### src/rtl/tmr_spreg_pkg.sv
package tmr_spreg_pkg;
    // Register select codes shared by the write and read ports
    typedef enum logic [2:0] {
        RS_EVA = 3'd0,
        RS_EVB = 3'd1,
        RS_SHF = 3'd2,
        RS_LNK = 3'd3,
        RS_RET = 3'd4
    } rsel_e;
endpackage

### src/rtl/tmr_evreg.sv
module tmr_evreg #(
    parameter int DW = 24
) (
    input  logic          clk,
    input  logic          rst_n,
    input  logic          load_evt,
    input  logic [DW-1:0] cap,
    input  logic          mrd,
    input  logic [DW-1:0] match,
    input  logic          wr,
    input  logic [DW-1:0] wdata,
    output logic [DW-1:0] q
);
    always_ff @(posedge clk) begin
        if (!rst_n)        q <= '0;
        else if (load_evt) q <= cap;
        else if (mrd)      q <= match;
        else if (wr)       q <= wdata;
    end

    p_evload_r2: assert property (@(posedge clk) disable iff (!rst_n)
        load_evt |=> q == $past(cap));
    p_mrd_r3: assert property (@(posedge clk) disable iff (!rst_n)
        (!load_evt && mrd) |=> q == $past(match));
endmodule

### src/rtl/tmr_shreg.sv
module tmr_shreg #(
    parameter int DW = 24
) (
    input  logic          clk,
    input  logic          rst_n,
    input  logic          wr,
    input  logic [DW-1:0] wdata,
    input  logic          shift_en,
    input  logic          shift_in,
    output logic [DW-1:0] q
);
    always_ff @(posedge clk) begin
        if (!rst_n)        q <= '0;
        else if (wr)       q <= wdata;
        else if (shift_en) q <= {shift_in, q[DW-1:1]};
    end

    p_shift_r6: assert property (@(posedge clk) disable iff (!rst_n)
        (shift_en && !wr) |=> q == {$past(shift_in), $past(q[DW-1:1])});
endmodule

### src/rtl/tmr_lnkreg.sv
module tmr_lnkreg #(
    parameter int LW = 8
) (
    input  logic          clk,
    input  logic          rst_n,
    input  logic          wr,
    input  logic [LW-1:0] wdata,
    output logic          req,
    output logic          engine,
    output logic [LW-2:0] chan
);
    always_ff @(posedge clk) begin
        if (!rst_n) begin
            req    <= 1'b0;
            engine <= 1'b0;
            chan   <= '0;
        end else begin
            req <= wr;
            if (wr) begin
                engine <= wdata[LW-1];
                chan   <= wdata[LW-2:0];
            end
        end
    end

    p_link_fire_r7: assert property (@(posedge clk) disable iff (!rst_n)
        wr |=> req && engine == $past(wdata[LW-1]) && chan == $past(wdata[LW-2:0]));
    p_link_cause_r7: assert property (@(posedge clk) disable iff (!rst_n)
        (!wr) |=> !req);
endmodule

### src/rtl/tmr_retreg.sv
module tmr_retreg #(
    parameter int AW = 14
) (
    input  logic          clk,
    input  logic          rst_n,
    input  logic          test_mode,
    input  logic          call,
    input  logic [AW-1:0] pc_in,
    input  logic          wr,
    input  logic [AW-1:0] wdata,
    input  logic          ret_en,
    output logic [AW-1:0] q,
    output logic [AW-1:0] pc_reload,
    output logic          pc_reload_vld
);
    localparam logic [AW-1:0] PARK = {AW{1'b1}};

    always_ff @(posedge clk) begin
        if (!rst_n)         q <= PARK;
        else if (test_mode) q <= PARK;
        else if (call)      q <= pc_in;
        else if (wr)        q <= wdata;
    end

    always_comb begin
        pc_reload     = q;
        pc_reload_vld = ret_en;
    end

    p_test_park_r10: assert property (@(posedge clk) disable iff (!rst_n)
        test_mode |=> q == PARK);
    p_call_load_r8: assert property (@(posedge clk) disable iff (!rst_n)
        (call && !test_mode) |=> q == $past(pc_in));
endmodule

### src/rtl/tmr_spreg_bank.sv
module tmr_spreg_bank
    import tmr_spreg_pkg::*;
#(
    parameter int DW = 24,
    parameter int LW = 8,
    parameter int AW = 14
) (
    input  logic          clk,
    input  logic          rst_n,
    input  logic          wr_en,
    input  logic [2:0]    wr_sel,
    input  logic [DW-1:0] wr_data,
    input  logic [2:0]    rd_sel,
    output logic [DW-1:0] rd_data,
    input  logic          thread_start,
    input  logic          chan_sel_wr,
    input  logic [DW-1:0] cap_a,
    input  logic [DW-1:0] cap_b,
    input  logic          mrd_a,
    input  logic          mrd_b,
    input  logic [DW-1:0] match_a,
    input  logic [DW-1:0] match_b,
    input  logic          mwr_src,
    output logic [DW-1:0] mwr_data,
    output logic [DW-1:0] udcm_data,
    input  logic          shift_en,
    input  logic          shift_in,
    output logic          link_req,
    output logic          link_engine,
    output logic [LW-2:0] link_chan,
    input  logic          call_en,
    input  logic [AW-1:0] pc_in,
    input  logic          ret_en,
    output logic [AW-1:0] pc_reload,
    output logic          pc_reload_vld,
    input  logic          test_mode
);
    localparam int NEV = 2;

    logic [DW-1:0] ev_cap [NEV];
    logic [DW-1:0] ev_mat [NEV];
    logic          ev_mrd [NEV];
    logic          ev_wr  [NEV];
    logic [DW-1:0] ev_q   [NEV];
    logic          load_evt;
    logic [DW-1:0] shf_q;
    logic [AW-1:0] ret_q;

    assign load_evt = thread_start | chan_sel_wr;

    always_comb begin
        ev_cap[0] = cap_a;   ev_cap[1] = cap_b;
        ev_mat[0] = match_a; ev_mat[1] = match_b;
        ev_mrd[0] = mrd_a;   ev_mrd[1] = mrd_b;
        ev_wr[0]  = wr_en && (wr_sel == RS_EVA);
        ev_wr[1]  = wr_en && (wr_sel == RS_EVB);
    end

    for (genvar g = 0; g < NEV; g++) begin : g_ev
        tmr_evreg #(.DW(DW)) i_ev (
            .clk(clk), .rst_n(rst_n), .load_evt(load_evt),
            .cap(ev_cap[g]), .mrd(ev_mrd[g]), .match(ev_mat[g]),
            .wr(ev_wr[g]), .wdata(wr_data), .q(ev_q[g])
        );
    end

    tmr_shreg #(.DW(DW)) i_shf (
        .clk(clk), .rst_n(rst_n),
        .wr(wr_en && (wr_sel == RS_SHF)), .wdata(wr_data),
        .shift_en(shift_en), .shift_in(shift_in), .q(shf_q)
    );

    tmr_lnkreg #(.LW(LW)) i_lnk (
        .clk(clk), .rst_n(rst_n),
        .wr(wr_en && (wr_sel == RS_LNK)), .wdata(wr_data[LW-1:0]),
        .req(link_req), .engine(link_engine), .chan(link_chan)
    );

    tmr_retreg #(.AW(AW)) i_ret (
        .clk(clk), .rst_n(rst_n), .test_mode(test_mode),
        .call(call_en), .pc_in(pc_in),
        .wr(wr_en && (wr_sel == RS_RET)), .wdata(wr_data[AW-1:0]),
        .ret_en(ret_en), .q(ret_q),
        .pc_reload(pc_reload), .pc_reload_vld(pc_reload_vld)
    );

    always_comb begin
        case (rd_sel)
            RS_EVA:  rd_data = ev_q[0];
            RS_EVB:  rd_data = ev_q[1];
            RS_SHF:  rd_data = shf_q;
            RS_RET:  rd_data = {{(DW-AW){1'b0}}, ret_q};
            default: rd_data = '0;
        endcase
        mwr_data  = mwr_src ? ev_q[1] : ev_q[0];
        udcm_data = ev_q[0];
    end

    p_mwr_sel_r5: assert property (@(posedge clk) disable iff (!rst_n)
        (mrd_b && !load_evt && !mwr_src) |=> ##0 (mwr_src || mwr_data == udcm_data));
endmodule

### config.mk
export PLATFORM = sky130hd
export DESIGN_NAME = tmr_spreg_bank
export DESIGN_NICKNAME = d
export VERILOG_FILES = /design/src/rtl/tmr_spreg_pkg.sv /design/src/rtl/tmr_evreg.sv /design/src/rtl/tmr_shreg.sv /design/src/rtl/tmr_lnkreg.sv /design/src/rtl/tmr_retreg.sv /design/src/rtl/tmr_spreg_bank.sv
export SDC_FILE = /design/constraint.sdc
export NUM_CORES = 1
export LEC_CHECK = 0
export ABC_AREA = 1
export ABC_CLOCK_PERIOD_IN_PS = 2300
export BUFFER_PORTS_ARGS = -buffer_cell sky130_fd_sc_hd__buf_2
export CORE_ASPECT_RATIO = 0.8
export CORE_MARGIN = 5
export CORE_UTILIZATION = 54
export DETAILED_ROUTE_END_ITERATION = 12
export PLACE_DENSITY_LB_ADDON = 0.1
export SYNTH_ARGS = -nofsm -noshare
export SYNTH_HDL_FRONTEND = slang
export SYNTH_SLANG_ARGS = --single-unit
### constraint.sdc
create_clock -name clk -period 2.3 [get_ports clk]
set_clock_uncertainty 0.05 [all_clocks]
set_input_delay 0.46 -clock clk [delete_from_list [all_inputs] [get_ports clk]]
set_output_delay 0.46 -clock clk [all_outputs]
set_load 0.1 [all_outputs]
==> Word-level counts from Yosys, hierarchy flattened <==
Index checks and enable logic that the tools add are counted.
{ "op_classes": {"n_reduce_logical": 12, "n_bitwise": 2, "eq_ne": 7, "mux": 12} }
{ "ops": {"columns": ["op", "n"], "rows": [
  ["24-bit two-way mux", 9],
  ["24-bit one-hot mux with 4 select lines", 1],
  ["14-bit two-way mux", 2],
  ["3-bit by 2-bit == test with 1-bit output (second input constant)", 3],
  ["3-bit by 1-bit == test with 1-bit output (second input constant)", 2],
  ["3-bit == test (second input constant)", 2],
  ["3-bit zero test", 2],
  ["3-bit nonzero test", 2],
  ["1-bit logical AND", 5],
  ["2-bit nonzero test", 2],
  ["2-bit OR reduction", 1],
  ["1-bit NOT", 1],
  ["1-bit bitwise OR", 1]
]} }
{ "word_totals": {"wordCells": 40, "out_inout_bits": 96, "regBits": 95} }

==> Longest topological paths before layout <==
{ "depth": {"word_depth": 5, "mapped_depth": 8, "ltp_nobuf": 6} }

==> Cells and area by module <==
A second synthesis with hierarchy kept.
{ "hier_totals": {"cells_unflattened": 1281, "hier_area_um2": 7830.0} }
{ "modules_own_cells": {"columns": ["module", "n_inst", "seq_area_each_um2", "area_per_inst_um2", "cells_per_inst"], "rows": [
  ["tmr_evreg", 2, 480.5, 2016.9, 337],
  ["tmr_shreg", 1, 480.5, 1315.0, 204],
  ["tmr_spreg_bank", 1, 0.0, 1265.0, 226],
  ["tmr_retreg", 1, 280.3, 840.8, 123],
  ["tmr_lnkreg", 1, 180.2, 375.4, 54]
]} }

==> Worst setup path before layout <==
OpenSTA, ideal clock, no wires.
{ "synth_path": {"path_type": "input to output", "startpoint": "input mwr_src", "endpoint": "output mwr_data[17]", "arrival_time_ps": 2761, "slack_ps": -971, "t_required_ps": 1790, "cell_stages": 2, "cell_sequence": "clkbuf_1 -> o21ai_0"} }
{ "synth_between": {"elab_chain_len": 1} }
{ "synth_rtl": {"columns": ["element", "line_no", "text"], "rows": [
  ["from (decl)", "tmr_spreg_bank.sv:23", "input logic mwr_src,"],
  ["24-bit two-way mux", "tmr_spreg_bank.sv:95", "mwr_data = mwr_src ? ev_q[1] : ev_q[0];"],
  ["to (decl)", "tmr_spreg_bank.sv:24", "output logic [DW-1:0] mwr_data,"]
]} }
Every way passes these cells.

==> Final worst setup path <==
{ "layout_path": {"startpoint": "input rd_sel[1]", "endpoint": "output rd_data[9]"} }
{ "layout_between": {"elab_chain_len": 2} }
{ "layout_rtl": {"columns": ["element", "line_no", "text"], "rows": [
  ["from (decl)", "tmr_spreg_bank.sv:13", "input logic [2:0] rd_sel,"],
  ["3-bit == test, or another cell as far along", "tmr_spreg_bank.sv:88", "case (rd_sel)"],
  ["24-bit one-hot mux with 4 select lines (*)", "tmr_spreg_bank.sv:88", null],
  ["to (decl)", "tmr_spreg_bank.sv:14", "output logic [DW-1:0] rd_data,"]
]} }
Mark *: on every way between the ends. The rest lies on a longest branch, timed or not.

==> impl_metrics.toml <==
[logic_synthesis]
avgSynthCellArea_sq_um = 5.69
ys_ff_latch = 95
syn_nets = 1300
synth.distinct_cells = 24
synth_edf_count = 0
netlist_area_sq_um = 6520
synth_ff_type = "dfxtp_1"
yosysMostFrequentCell = "nand2_1"
synthCells = 1147
ys_top_cells_by_area = "dfxtp_1 (29%), nand2_1 (27%), nand3_1 (11%)"
synth_common_cells = "nand2_1 (468), nand3_1 (145), inv_1 (103)"
yosys.area.top_type = "dfxtp_1"
async_reset_ff_share_pct = 0
seq_area_frac_synth_pct = 29.2
yosysTopAreaCellShare_pct = 29.2
ys_warn_count = 0

[floorplanning]
boundaryPins = 249
dieArea_sq_um = 14400
rows = 35
core_area_sq_um = 11700
initial_core_util_pct = 55.8
fp.dieW_um = 133
dieHeight_um = 108

[global_routing]
grt_pass1_wl_um = 38800
grt_start_max_net_pins = 49
grt_antenna_before_repair = 0
grt_use_total_pct = 34.4
grt_pass1_vias = 7166
grt.overflow.total = 0

[setup_path]
critical_path.max_stage_delay_ns = 0.20
critPathKind = "in2out"
cp_slowest_cell = "buf_12"
cp-end-kind = "output port"
cp.arrival_ns = 1.58
path_buf_inv = 4
crit_family = "buffers and inverters"
r2r_cells = 4
reg2reg_slack_ns = 1.40
required_ns = 1.79
crit_fanout = 24
critical_path_depth = 8
crit_path_start_kind = "input pin"
path_cells = "buf_2 > inv_1 > nand2_1 > nor2_1 > buf_12 > nand2_1 > nand4_1 > buf_12"

[clocking]
cts-root-buf = "clkbuf_16"
cts_inserted_buffers = 9
post_cts_buffers = 0
clkSlewWorstSetupHoldPaths_ns = 0.06
cts.sinks = 95
hold_buffers = 0
cts_tree = "yes"
htree_levels = 3
cts_resized = 0
cts_buffer_depth = 2
clk_latency_ns = 0.35

[sta]
period_share_pct = 90.8
finalHoldViolCount = 0
slew_headroom_pct = 23.1
period_needed_ns = 2.09
setup_ws_ns = 0.212
worst_pin_slew_ns = 1.15
fmax_mhz = 479
rsz0062_at_grt = "no"
slew_violations = 0
setup_viol = 0

[drt]
post_drt_wl_per_cell_um = 17.3
routed_via_density = 5.47
drcViolationCount = 0
drtIter0Drc = 950
ant_nets = 0
vias = 8079
dr.pass1.iters = 6
wl_um = 25500

[min_path]
hold_depth = 3
worst_hold_path_type = "in2reg"

[run_status]
status = "completed"

[cells_and_area]
antenna_cells = 0
drive_above_1_share_pct = 24.1
syn_to_final_growth_pct = 34.0
fin_area_sq_um = 8740
fin_util_pct = 74.7
layout.nets = 1478

[run]
drv_cap = 0

[placement]
place.gp.congestion = 0.998
dp_hpwl_um = 19900
placed_area_sq_um = 8390
place_worst_setup_slack_ns = 0.229
port_buffers = 246

[power_and_ir_drop]
ir_drop_uv = 490
leakage_nw = 4.56
power.density_nw_per_um2 = 650
registers in the layout, summed over array words and instances (netlist names):
| name | cells |
|---|---|
| i_lnk.chan | 7 |
| i_ret.pc_reload | 14 |
| i_lnk.engine | 1 |
| g_ev.i_ev.q | 48 |
| i_lnk.req | 1 |
| i_shf.q | 24 |
final cells by class:
| class | count | area, sq um |
|---|---|---|
| clock buffers | 11 | 243 |
| clock inverters | 5 | 105 |
| fillers | 986 | 2950 |
| inverters | 109 | 409 |
| multi-input cells | 843 | 3710 |
| flip-flops and latches | 95 | 1920 |
| well taps | 148 | 185 |
| repair buffers | 267 | 2170 |
stage by stage:
step	setup TNS (ns)	power, mW	std cells	hold slack [ns]
final	0	5.69	1478	0.291
after CTS	0	5.65	1478	0.289
after floorplan	-5.47	3.29	1147	0.411
after global placement	0	3.94	1462	0.395
after detailed placement	0	3.95	1462	0.401
after global routing	0	5.87	1478	0.300
worst paths after layout:
kind / start / end
max reg2reg: g_ev[0].i_ev.q[18] / g_ev[0].i_ev.q[18]
min: pc_in[13] / i_ret.pc_reload[13]
min reg2reg: i_lnk.chan[5] / i_lnk.chan[5]
max: rd_sel[1] / rd_data[9]
routing by layer:
metal / global-route usage [%] / vias up / wire, um
met1: 47.3 / 3580 / 10700
met2: 50.2 / 543 / 10700
met5: 0 / - / 0
met3: 11.8 / 57 / 3370
li1: - / 3899 / -
met4: 11.5 / 0 / 741
placed cells by master (no fill, tap or decap), drive strengths merged, types with 2 or more instances in the layout:
master      n
buf       267
o21ai      24
nand2     469
nand3b     24
dfxtp      95
clkbuf     11
bufinv      3
nor2      107
nand4      22
a21oi      47
nor3        3
clkinvlp    2
nand3     145
inv       109
worst reg2reg max path: stages (launching register included):
cell and delay (ns):
dfxtp_1 0.43, inv_1 0.09, nand3_1 0.09, nand2_1 0.07, nor2_1 0.12
logic make-up (layout without fill, tap and decap cells):
family,Yosys count,after routing,synth area share [%]
compound gates,71,71,5.50
buf+inv,209,392,14.8
flops,95,95,29.2
simple gates,772,772,50.5
where the power goes:
part	switching (mW)	internal [mW]
Combinational	1.49	0.598
Clock	0.647	1.09
Sequential	0.112	1.75
(Power assumes the default switching activity.)
